--- config.mk ---
export PLATFORM = sky130hd
export DESIGN_NAME = fbw_dma
export DESIGN_NICKNAME = d
export VERILOG_FILES = /design/src/rtl/fbw_pkg.sv /design/src/rtl/fbw_regs.sv /design/src/rtl/fbw_pos.sv /design/src/rtl/fbw_engine.sv /design/src/rtl/fbw_dma.sv
export SDC_FILE = /design/constraint.sdc
export NUM_CORES = 1
export LEC_CHECK = 0
export ABC_AREA = 1
export BUFFER_PORTS_ARGS = -buffer_cell sky130_fd_sc_hd__buf_2
export CAP_MARGIN = 5
export CORE_MARGIN = 5
export CORE_UTILIZATION = 35
export CTS_BUF_LIST = sky130_fd_sc_hd__clkbuf_4 sky130_fd_sc_hd__clkbuf_8 sky130_fd_sc_hd__clkbuf_16
export CTS_CLUSTER_SIZE = 10
export DETAILED_ROUTE_END_ITERATION = 7
export PLACE_DENSITY_LB_ADDON = 0.1
export SYNTH_ARGS = -nofsm -noshare
export SYNTH_HDL_FRONTEND = slang
export SYNTH_SLANG_ARGS = --single-unit
--- constraint.sdc ---
create_clock -name clk -period 5.95 [get_ports clk]
set_input_delay 1.19 -clock clk [delete_from_list [all_inputs] [get_ports clk]]
set_output_delay 1.19 -clock clk [all_outputs]
set_load 0.02 [all_outputs]
--- src/rtl/fbw_pkg.sv ---
package fbw_pkg;

  localparam int PIX_W = 18;

  typedef enum logic [1:0] {
    ST_IDLE,
    ST_LO,
    ST_HI,
    ST_WR
  } fbw_st_e;

  // 6:6:6 pixel to 5:6:5 by truncating red and blue
  function automatic logic [15:0] to565(input logic [PIX_W-1:0] p);
    return {p[17:13], p[11:6], p[5:1]};
  endfunction

endpackage

--- src/rtl/fbw_regs.sv ---
module fbw_regs #(
  parameter int XW = 10,
  parameter int YW = 9
) (
  input  logic          clk,
  input  logic          rst_n,
  input  logic          reg_we,
  input  logic [2:0]    reg_addr,
  input  logic [31:0]   reg_wdata,
  output logic [31:0]   reg_rdata,
  input  logic          frame_evt,
  output logic          enable,
  output logic [31:0]   start_addr,
  output logic [XW-1:0] line_words,
  output logic [YW-1:0] line_count,
  output logic          done,
  output logic          irq
);

  logic ie_q;

  always_ff @(posedge clk or negedge rst_n) begin
    if (!rst_n) begin
      enable     <= 1'b0;
      ie_q       <= 1'b0;
      start_addr <= '0;
      line_words <= '0;
      line_count <= '0;
    end else if (reg_we) begin
      case (reg_addr)
        3'd0: enable     <= reg_wdata[0];
        3'd2: ie_q       <= reg_wdata[3];
        3'd4: start_addr <= reg_wdata;
        3'd5: line_words <= reg_wdata[XW-1:0];
        3'd6: line_count <= reg_wdata[YW-1:0];
        default: ;
      endcase
    end
  end

  // sticky flag: a completing frame takes priority over a clear
  always_ff @(posedge clk or negedge rst_n) begin
    if (!rst_n)
      done <= 1'b0;
    else if (frame_evt)
      done <= 1'b1;
    else if (reg_we && reg_addr == 3'd3 && reg_wdata[3])
      done <= 1'b0;
  end

  assign irq = done & ie_q;

  always_comb begin
    case (reg_addr)
      3'd0:    reg_rdata = {31'b0, enable};
      3'd1:    reg_rdata = {28'b0, done, 3'b0};
      3'd2:    reg_rdata = {28'b0, ie_q, 3'b0};
      3'd4:    reg_rdata = start_addr;
      3'd5:    reg_rdata = {{(32-XW){1'b0}}, line_words};
      3'd6:    reg_rdata = {{(32-YW){1'b0}}, line_count};
      default: reg_rdata = '0;
    endcase
  end

endmodule

--- src/rtl/fbw_pos.sv ---
module fbw_pos #(
  parameter int XW          = 10,
  parameter int YW          = 9,
  parameter int BURST_WORDS = 4,
  parameter int BW          = 3
) (
  input  logic          clk,
  input  logic          rst_n,
  input  logic          adv,
  input  logic [XW-1:0] line_words,
  input  logic [YW-1:0] line_count,
  output logic          at_top,
  output logic [BW-1:0] blen,
  output logic          frame_evt
);

  localparam logic [XW:0] BURST_X = (XW+1)'(BURST_WORDS);

  logic [XW-1:0] word_q;
  logic [YW-1:0] line_q;
  logic          last_word;
  logic          last_line;
  logic [XW:0]   rem;

  assign last_word = ({1'b0, word_q} + 1'b1) >= {1'b0, line_words};
  assign last_line = ({1'b0, line_q} + 1'b1) >= {1'b0, line_count};
  assign at_top    = (word_q == '0) && (line_q == '0);
  assign frame_evt = adv && last_word && last_line;

  always_comb begin
    rem = last_word ? (XW+1)'(1) : ({1'b0, line_words} - {1'b0, word_q});
    blen = (rem >= BURST_X) ? BW'(BURST_WORDS) : rem[BW-1:0];
  end

  always_ff @(posedge clk or negedge rst_n) begin
    if (!rst_n) begin
      word_q <= '0;
      line_q <= '0;
    end else if (adv) begin
      if (last_word) begin
        word_q <= '0;
        line_q <= last_line ? '0 : line_q + 1'b1;
      end else begin
        word_q <= word_q + 1'b1;
      end
    end
  end

endmodule

--- src/rtl/fbw_engine.sv ---
module fbw_engine
  import fbw_pkg::*;
#(
  parameter int LVL_W = 9,
  parameter int BW    = 3
) (
  input  logic             clk,
  input  logic             rst_n,
  input  logic             enable,
  input  logic [31:0]      start_addr,
  input  logic             at_top,
  input  logic [BW-1:0]    blen,
  input  logic [LVL_W-1:0] fifo_level,
  input  logic [PIX_W-1:0] fifo_data,
  input  logic             m_waitreq,
  output logic             fifo_rd,
  output logic [31:0]      m_addr,
  output logic             m_write,
  output logic [31:0]      m_wdata,
  output logic             adv,
  output logic             launch
);

  localparam int CW = LVL_W + BW + 1;

  fbw_st_e       st_q;
  logic [BW-1:0] left_q;
  logic [31:0]   addr_q;
  logic [31:0]   word_q;

  assign launch  = (st_q == ST_IDLE) && enable &&
                   (CW'(fifo_level) >= CW'({blen, 1'b0}));
  assign fifo_rd = (st_q == ST_LO) || (st_q == ST_HI);
  assign m_write = (st_q == ST_WR);
  assign adv     = m_write && !m_waitreq;
  assign m_addr  = addr_q;
  assign m_wdata = word_q;

  always_ff @(posedge clk or negedge rst_n) begin
    if (!rst_n) begin
      st_q   <= ST_IDLE;
      left_q <= '0;
      addr_q <= '0;
      word_q <= '0;
    end else begin
      case (st_q)
        ST_IDLE: if (launch) begin
          st_q   <= ST_LO;
          left_q <= blen;
          if (at_top) addr_q <= start_addr & ~32'h3;
        end
        ST_LO: begin
          word_q[15:0] <= to565(fifo_data);
          st_q         <= ST_HI;
        end
        ST_HI: begin
          word_q[31:16] <= to565(fifo_data);
          st_q          <= ST_WR;
        end
        ST_WR: if (!m_waitreq) begin
          addr_q <= addr_q + 32'd4;
          left_q <= left_q - BW'(1);
          st_q   <= (left_q > BW'(1)) ? ST_LO : ST_IDLE;
        end
        default: st_q <= ST_IDLE;
      endcase
    end
  end

endmodule

--- src/rtl/fbw_dma.sv ---
module fbw_dma #(
  parameter int BURST_WORDS = 4,
  parameter int LVL_W       = 9,
  parameter int XW          = 10,
  parameter int YW          = 9
) (
  input  logic             clk,
  input  logic             rst_n,
  input  logic             reg_we,
  input  logic [2:0]       reg_addr,
  input  logic [31:0]      reg_wdata,
  output logic [31:0]      reg_rdata,
  input  logic [LVL_W-1:0] fifo_level,
  input  logic [17:0]      fifo_data,
  output logic             fifo_rd,
  output logic [31:0]      m_addr,
  output logic             m_write,
  output logic [31:0]      m_wdata,
  input  logic             m_waitreq,
  output logic             irq
);

  localparam int BW = $clog2(BURST_WORDS + 1);

  logic          enable;
  logic [31:0]   start_addr;
  logic [XW-1:0] line_words;
  logic [YW-1:0] line_count;
  logic          done;
  logic          frame_evt;
  logic          at_top;
  logic [BW-1:0] blen;
  logic          adv;
  logic          launch;

  fbw_regs #(.XW(XW), .YW(YW)) u_regs (
    .clk(clk), .rst_n(rst_n),
    .reg_we(reg_we), .reg_addr(reg_addr), .reg_wdata(reg_wdata),
    .reg_rdata(reg_rdata), .frame_evt(frame_evt),
    .enable(enable), .start_addr(start_addr),
    .line_words(line_words), .line_count(line_count),
    .done(done), .irq(irq)
  );

  fbw_pos #(.XW(XW), .YW(YW), .BURST_WORDS(BURST_WORDS), .BW(BW)) u_pos (
    .clk(clk), .rst_n(rst_n), .adv(adv),
    .line_words(line_words), .line_count(line_count),
    .at_top(at_top), .blen(blen), .frame_evt(frame_evt)
  );

  fbw_engine #(.LVL_W(LVL_W), .BW(BW)) u_eng (
    .clk(clk), .rst_n(rst_n), .enable(enable), .start_addr(start_addr),
    .at_top(at_top), .blen(blen), .fifo_level(fifo_level),
    .fifo_data(fifo_data), .m_waitreq(m_waitreq), .fifo_rd(fifo_rd),
    .m_addr(m_addr), .m_write(m_write), .m_wdata(m_wdata),
    .adv(adv), .launch(launch)
  );

endmodule

* Yosys cells after proc, flatten, opt, wreduce, memory -nomap -nowiden
Cells that the tools add are included.
** Cells by class
- $add $sub $neg :: 7
- Magnitude comparators :: 5
- Eq/ne operators :: 12
- Multiplexer cells :: 18
- Bitwise operators :: 1
- Reductions and logical operators :: 25
** Operators by type and width (count)
- 32-bit one-hot mux with 6 select lines :: 1
- 32-bit two-way mux :: 3
- 32-bit one-hot mux with 2 select lines :: 1
- 32-bit by 3-bit adder with 32-bit output, second input constant :: 1
- 2-bit AND reduction :: 7
- 10-bit by 1-bit adder with 11-bit output, second input constant :: 1
- 11-bit by 10-bit >= comparator with 1-bit output :: 1
- 11-bit by 3-bit >= comparator with 1-bit output, second input constant :: 1
- 11-bit two-way mux :: 1
- 10-bit by 10-bit subtractor with 11-bit output :: 1
- 10-bit by 1-bit adder with 10-bit output, second input constant :: 1
- 9-bit by 1-bit adder with 10-bit output, second input constant :: 1
- 10-bit by 9-bit >= comparator with 1-bit output :: 1
- 10-bit logical NOT :: 1
- 10-bit two-way mux :: 1
- 9-bit by 1-bit adder with 9-bit output, second input constant :: 1
- 3-bit == test, second input constant :: 3
- 9-bit by 4-bit >= comparator with 1-bit output :: 1
- 9-bit logical NOT :: 1
- 3-bit two-way mux :: 3
- 9-bit two-way mux :: 1
- 1-bit logical AND :: 8
- 2-bit one-hot mux with 4 select lines :: 1
- 3-bit by 2-bit == test with 1-bit output, second input constant :: 2
- 17 further kinds :: 24
** Storage, ports and cells
- Bits in registers :: 142
- Input bits :: 66
- Output and inout port bits :: 99
- Word-level logic and storage cells :: 81

* Longest topological paths before layout
- Depth in word-level cells :: 9
- Depth in mapped cells :: 29
- Depth with buffers taken out :: 28

* Cells and area by module
Synthesis repeated with hierarchy kept, for this count alone.
** Unflattened totals
- Cells, all modules :: 1234
- Area total of the unflattened synthesis :: 8962.3 µm²
** By module, submodules not included
- fbw_engine :: instances 1, cells each 547, area an instance 4081.4 µm², seq. area each 1676.6 µm²
- fbw_regs :: instances 1, cells each 315, area an instance 2511.2 µm², seq. area each 1351.3 µm²
- fbw_pos :: instances 1, cells each 372, area an instance 2369.8 µm², seq. area each 475.5 µm²

* Worst setup path before layout
OpenSTA, ideal clock, no wires.
- Kind :: reg2reg
- Start point :: register u_pos.word_q[3]
- End point :: register u_eng.addr_q[4], in the netlist u_eng.m_addr[4]
- Library setup time :: 0.124 ns
- Data arrival time :: 3.602 ns
- Data required time :: 5.826 ns
- Path slack :: 2.225 ns
- Stages on the path, launching flop included :: 28
- Path buffers :: 2
- Clock period less this slack :: 3.725 ns
- Cell sequence :: dfrtp_1 -> inv_2 -> nor4_1 -> nand4_1 -> xor2_1 -> inv_1 -> ha_1 -> inv_1 -> o211ai_1 -> nor2_2 -> nand3_2 -> inv_2 -> nand2_2 -> or2_1 -> ha_1 -> a21boi_1 -> o21ai_0 -> nand3_1 -> nand2_1 -> nand2_1 -> nand2_1 -> inv_2 -> nand2_2 -> nor2_2 -> buf_6 -> buf_6 -> o211ai_1 -> nand2_1
** Between the ends
- Cells in the longest elaborated chain, start to end :: 9
- Elaborated cells on any way between the ends :: 13
- Those cells by class :: 2 x add/sub; 3 x order compare; 2 x eq/ne; 2 x mux; 4 x reduce/logical
** RTL lines
- start, declared :: RTL line fbw_pos.sv:19 : logic [XW-1:0] word_q;
- start signal, assigned :: RTL line fbw_pos.sv:44 : word_q <= word_q + 1'b1;
- 10-bit by 1-bit adder with 11-bit output :: RTL line fbw_pos.sv:25 : assign last_word = ({1'b0, word_q} + 1'b1) >= {1'b0, line_words};
- 11-bit by 10-bit >= comparator with 1-bit output :: RTL line fbw_pos.sv:25
- 11-bit two-way mux :: RTL line fbw_pos.sv:31 : rem = last_word ? (XW+1)'(1) : ({1'b0, line_words} - {1'b0, word_q});
- 11-bit by 3-bit >= comparator with 1-bit output :: RTL line fbw_pos.sv:32 : blen = (rem >= BURST_X) ? BW'(BURST_WORDS) : rem[BW-1:0];
- 3-bit two-way mux :: RTL line fbw_pos.sv:32
- 9-bit by 4-bit >= comparator with 1-bit output :: RTL line fbw_engine.sv:32 : (CW'(fifo_level) >= CW'({blen, 1'b0}));
- 1-bit logical AND :: RTL line fbw_engine.sv:31 : assign launch = (st_q == ST_IDLE) && enable &&
- 2-bit inequality test (no line)
- 4-bit AND reduction (no line) *
- end signal, assigned :: RTL line fbw_engine.sv:50 : if (at_top) addr_q <= start_addr & ~32'h3;
- end signal, assigned :: RTL line fbw_engine.sv:61 : addr_q <= addr_q + 32'd4;
- end, declared :: RTL line fbw_engine.sv:28 : logic [31:0] addr_q;
Mark *: on every way between the ends. The rest lies on a longest branch, timed or not.
A chain may end at the register's enable or synchronous reset.

* Worst setup path in the final report
- Start point :: register u_pos.word_q[0]
- End point :: register u_eng.addr_q[27], in the netlist u_eng.m_addr[27]
Same word-level chain as after synthesis.

==> results.yml <==
die:
  io_pins: 165
  fp.dieW_um: 165
  die_area_um2: 27200
  rows: 56
  initial_utilization_pct: 35.7
  die_h_um: 165
  core_area_um2: 23500
drt:
  num_vias: 7312
  drtIter0Drc: 488
  wirelength_um: 24400
  ant_nets: 0
  viasPerCell: 4.76
  wl_per_cell_um: 15.9
  drc: 0
  first_pass_iters: 4
logic_synthesis:
  synth_top_area_share_pct: 41.6
  synth-edff-count: 0
  async_flop_share_pct: 100
  yosysMostFrequentCell: "nand2_1"
  synth_commonest_cells: "nand2_1, inv_1, dfrtp_1"
  ys_seq_area_share_pct: 41.6
  yosys-top-cells-area: "dfrtp_1, nand2_1, inv_1"
  netlist_instances: 1057
  ys_seq_elements: 140
  yosysWarningCount: 0
  ys.flop_type: "dfrtp_1"
  syn_area_per_cell_um2: 7.96
  synth_top_cell_by_area: "dfrtp_1"
  synth.distinct_cells: 45
  syn_area_um2: 8410
grt:
  grt_pass1_wl_um: 38600
  grt_util_met3_pct: 2.95
  gr-total-overflow: 0
  antenna_found_initial: 0
  grt_usage_pct: 18.2
  globalRouteMet2Util_pct: 29.3
  grt_max_degree: 93
  use_met1_pct: 25.7
  grt_pass1_vias: 7162
  grt_most_used_layer: "met2"
clock_tree:
  ctsHoldBuffers: 0
  cts_buffers: 17
  cts_buffer_depth: 2
  cts_tree: "yes"
  clock_sinks: 140
  ctsResizeCount: 0
  post_cts_buffers: 0
  clkTransAtPathRegs_ps: 70
  cts_htree_levels: 4
  worstSkewPairLatency_ps: 430
  cts_root_buf: "clkbuf_16"
setup_path:
  worstPathArrival_ps: 5020
  crit_fanout: 23
  crit_path_start_kind: "flip-flop"
  worst_setup_path_end_kind: "flip-flop"
  critPathKind: "reg2reg"
  cp.required_ps: 6220
sta:
  report.final.slew_viol_count: 0
  min_period_over_period_pct: 79.7
  slew_headroom_pct: 25.0
  finalClockSkew_ps: 11.6
  setup_viol: 0
  max_freq_mhz: 211
  tightestPinTransition_ps: 1120
  hold_viol_final: 0
  period_needed_ps: 4740
  rsz0062_at_grt: "false"
  setup_tns_ps: 0
run_status:
  outcome: "completed"
placement:
  io_buffers: 160
  dp_hpwl_um: 18700
  gp_congestion: 0.822
final_layout:
  drive_gt1_share_pct: 21.8
  area_growth_pct: 19.7
  fin_util_pct: 42.8
  antenna_cells: 0
  nNetsFinal: 1316
pwr:
  ir_drop_mv: 0.185
  power_density_nw_per_um2: 509
  p_leak_nw: 5.17
worst_hold_path:
  hold_class: "reg2reg"
run:
  max_cap_violations: 0
cell type report:
cell class	instances	area, um2
clock inverters	15	194
multi-input cells	723	4120
repair buffers	163	830
inverters	160	603
flip-flops and latches	140	3500
fillers	2477	13500
well taps	319	399
clock buffers	17	425
power by group:
part | internal (W) | total (W) | switching [W]
Combinational | 0.000864 | 0.00239 | 0.00153
Sequential | 0.00130 | 0.00160 | 0.000296
Clock | 0.000644 | 0.00113 | 0.000487
final timing paths:
check,startpoint,to,slack (ps),cells after the start
max,u_pos.word_q[0],u_eng.m_addr[27],1210,25
min,u_regs.start_addr[8],u_regs.start_addr[8],490,2
max reg2reg,u_pos.word_q[0],u_eng.m_addr[27],1210,25
min reg2reg,u_regs.start_addr[8],u_regs.start_addr[8],490,2
max in group asynchronous,rst_n,u_regs.start_addr[30],3930,2
min in group asynchronous,rst_n,u_pos.word_q[3],840,1
critical path, stage by stage (launching register included):
cell and delay (ps):
dfrtp_1 420, nand3_1 180, nor4_1 530, nand4_1 200, xor2_1 230, inv_1 70
ha_1 310, inv_1 60, o211ai_1 110, nor2_2 130, nand3_2 110, inv_2 190
nand2_2 80, or2_1 210, ha_1 260, a21boi_1 120, o21ai_0 140, nand3_1 110
nand2_1 80, nand2_1 50, nand2_1 80, inv_2 60, nand2_2 120, nor2_2 60
inv_1 490, o21ai_0 190
metal layers:
layer	part of all wire (%)	vias to the layer above
li1	-	3737
met4	1.2	0
met3	3.7	16
met1	48	3422
met2	47	137
met5	0	-
cell usage in the layout, fill, tap and decap left out, types with 17 or more instances in the layout:
| cell type | netlist | routed |
|---|---|---|
| nand2_1 | 215 | 214 |
| buf_2 | 3 | 159 |
| inv_1 | 152 | 152 |
| dfrtp_1 | 140 | 140 |
| nor2_1 | 93 | 93 |
| o21ai_0 | 85 | 85 |
| nand3_1 | 57 | 57 |
| a21oi_1 | 53 | 53 |
| ha_1 | 44 | 43 |
| mux2_2 | 32 | 32 |
| xor2_1 | 25 | 25 |
| nand4_1 | 20 | 20 |
| clkbuf_16 | 0 | 17 |
flip-flops by register name (all words and copies together), names as in the netlist, 2 cells and up:
signal             cells
u_eng.m_wdata         32
u_eng.st_q             2
u_pos.line_q           9
u_regs.line_words     10
u_pos.word_q          10
u_regs.start_addr     32
u_eng.left_q           3
u_regs.line_count      9
u_eng.m_addr          30
logic make-up (layout without fill, tap and decap cells):
logic type	count (synthesis)	count (layout)	share of synthesized area, %
other	1	2	0.0446
multiplexers	32	32	4.28
AO/OA/AOI/OAI	177	177	11.7
adder cells (fa/ha/maj)	45	45	6.78
buffers and inverters	195	355	9.53
XOR/XNOR	35	35	3.64
flip-flops	140	140	41.6
AND/OR/NAND/NOR	432	432	22.3
stage by stage:
step / hold slack [ps] / power [W] / cell area (um2) / worst slack [ps] / instances
floorplan: 449 / 0.00334 / 8420 / 2220 / 1058
global placement: 465 / 0.00401 / 9450 / 1290 / 1505
detailed placement: 469 / 0.00404 / 9450 / 1270 / 1505
CTS: 488 / 0.00519 / 10100 / 1220 / 1537
global route: 504 / 0.00557 / 10100 / 603 / 1537
finish: 486 / 0.00512 / 10100 / 1210 / 1537
(Power assumes the default switching activity.)
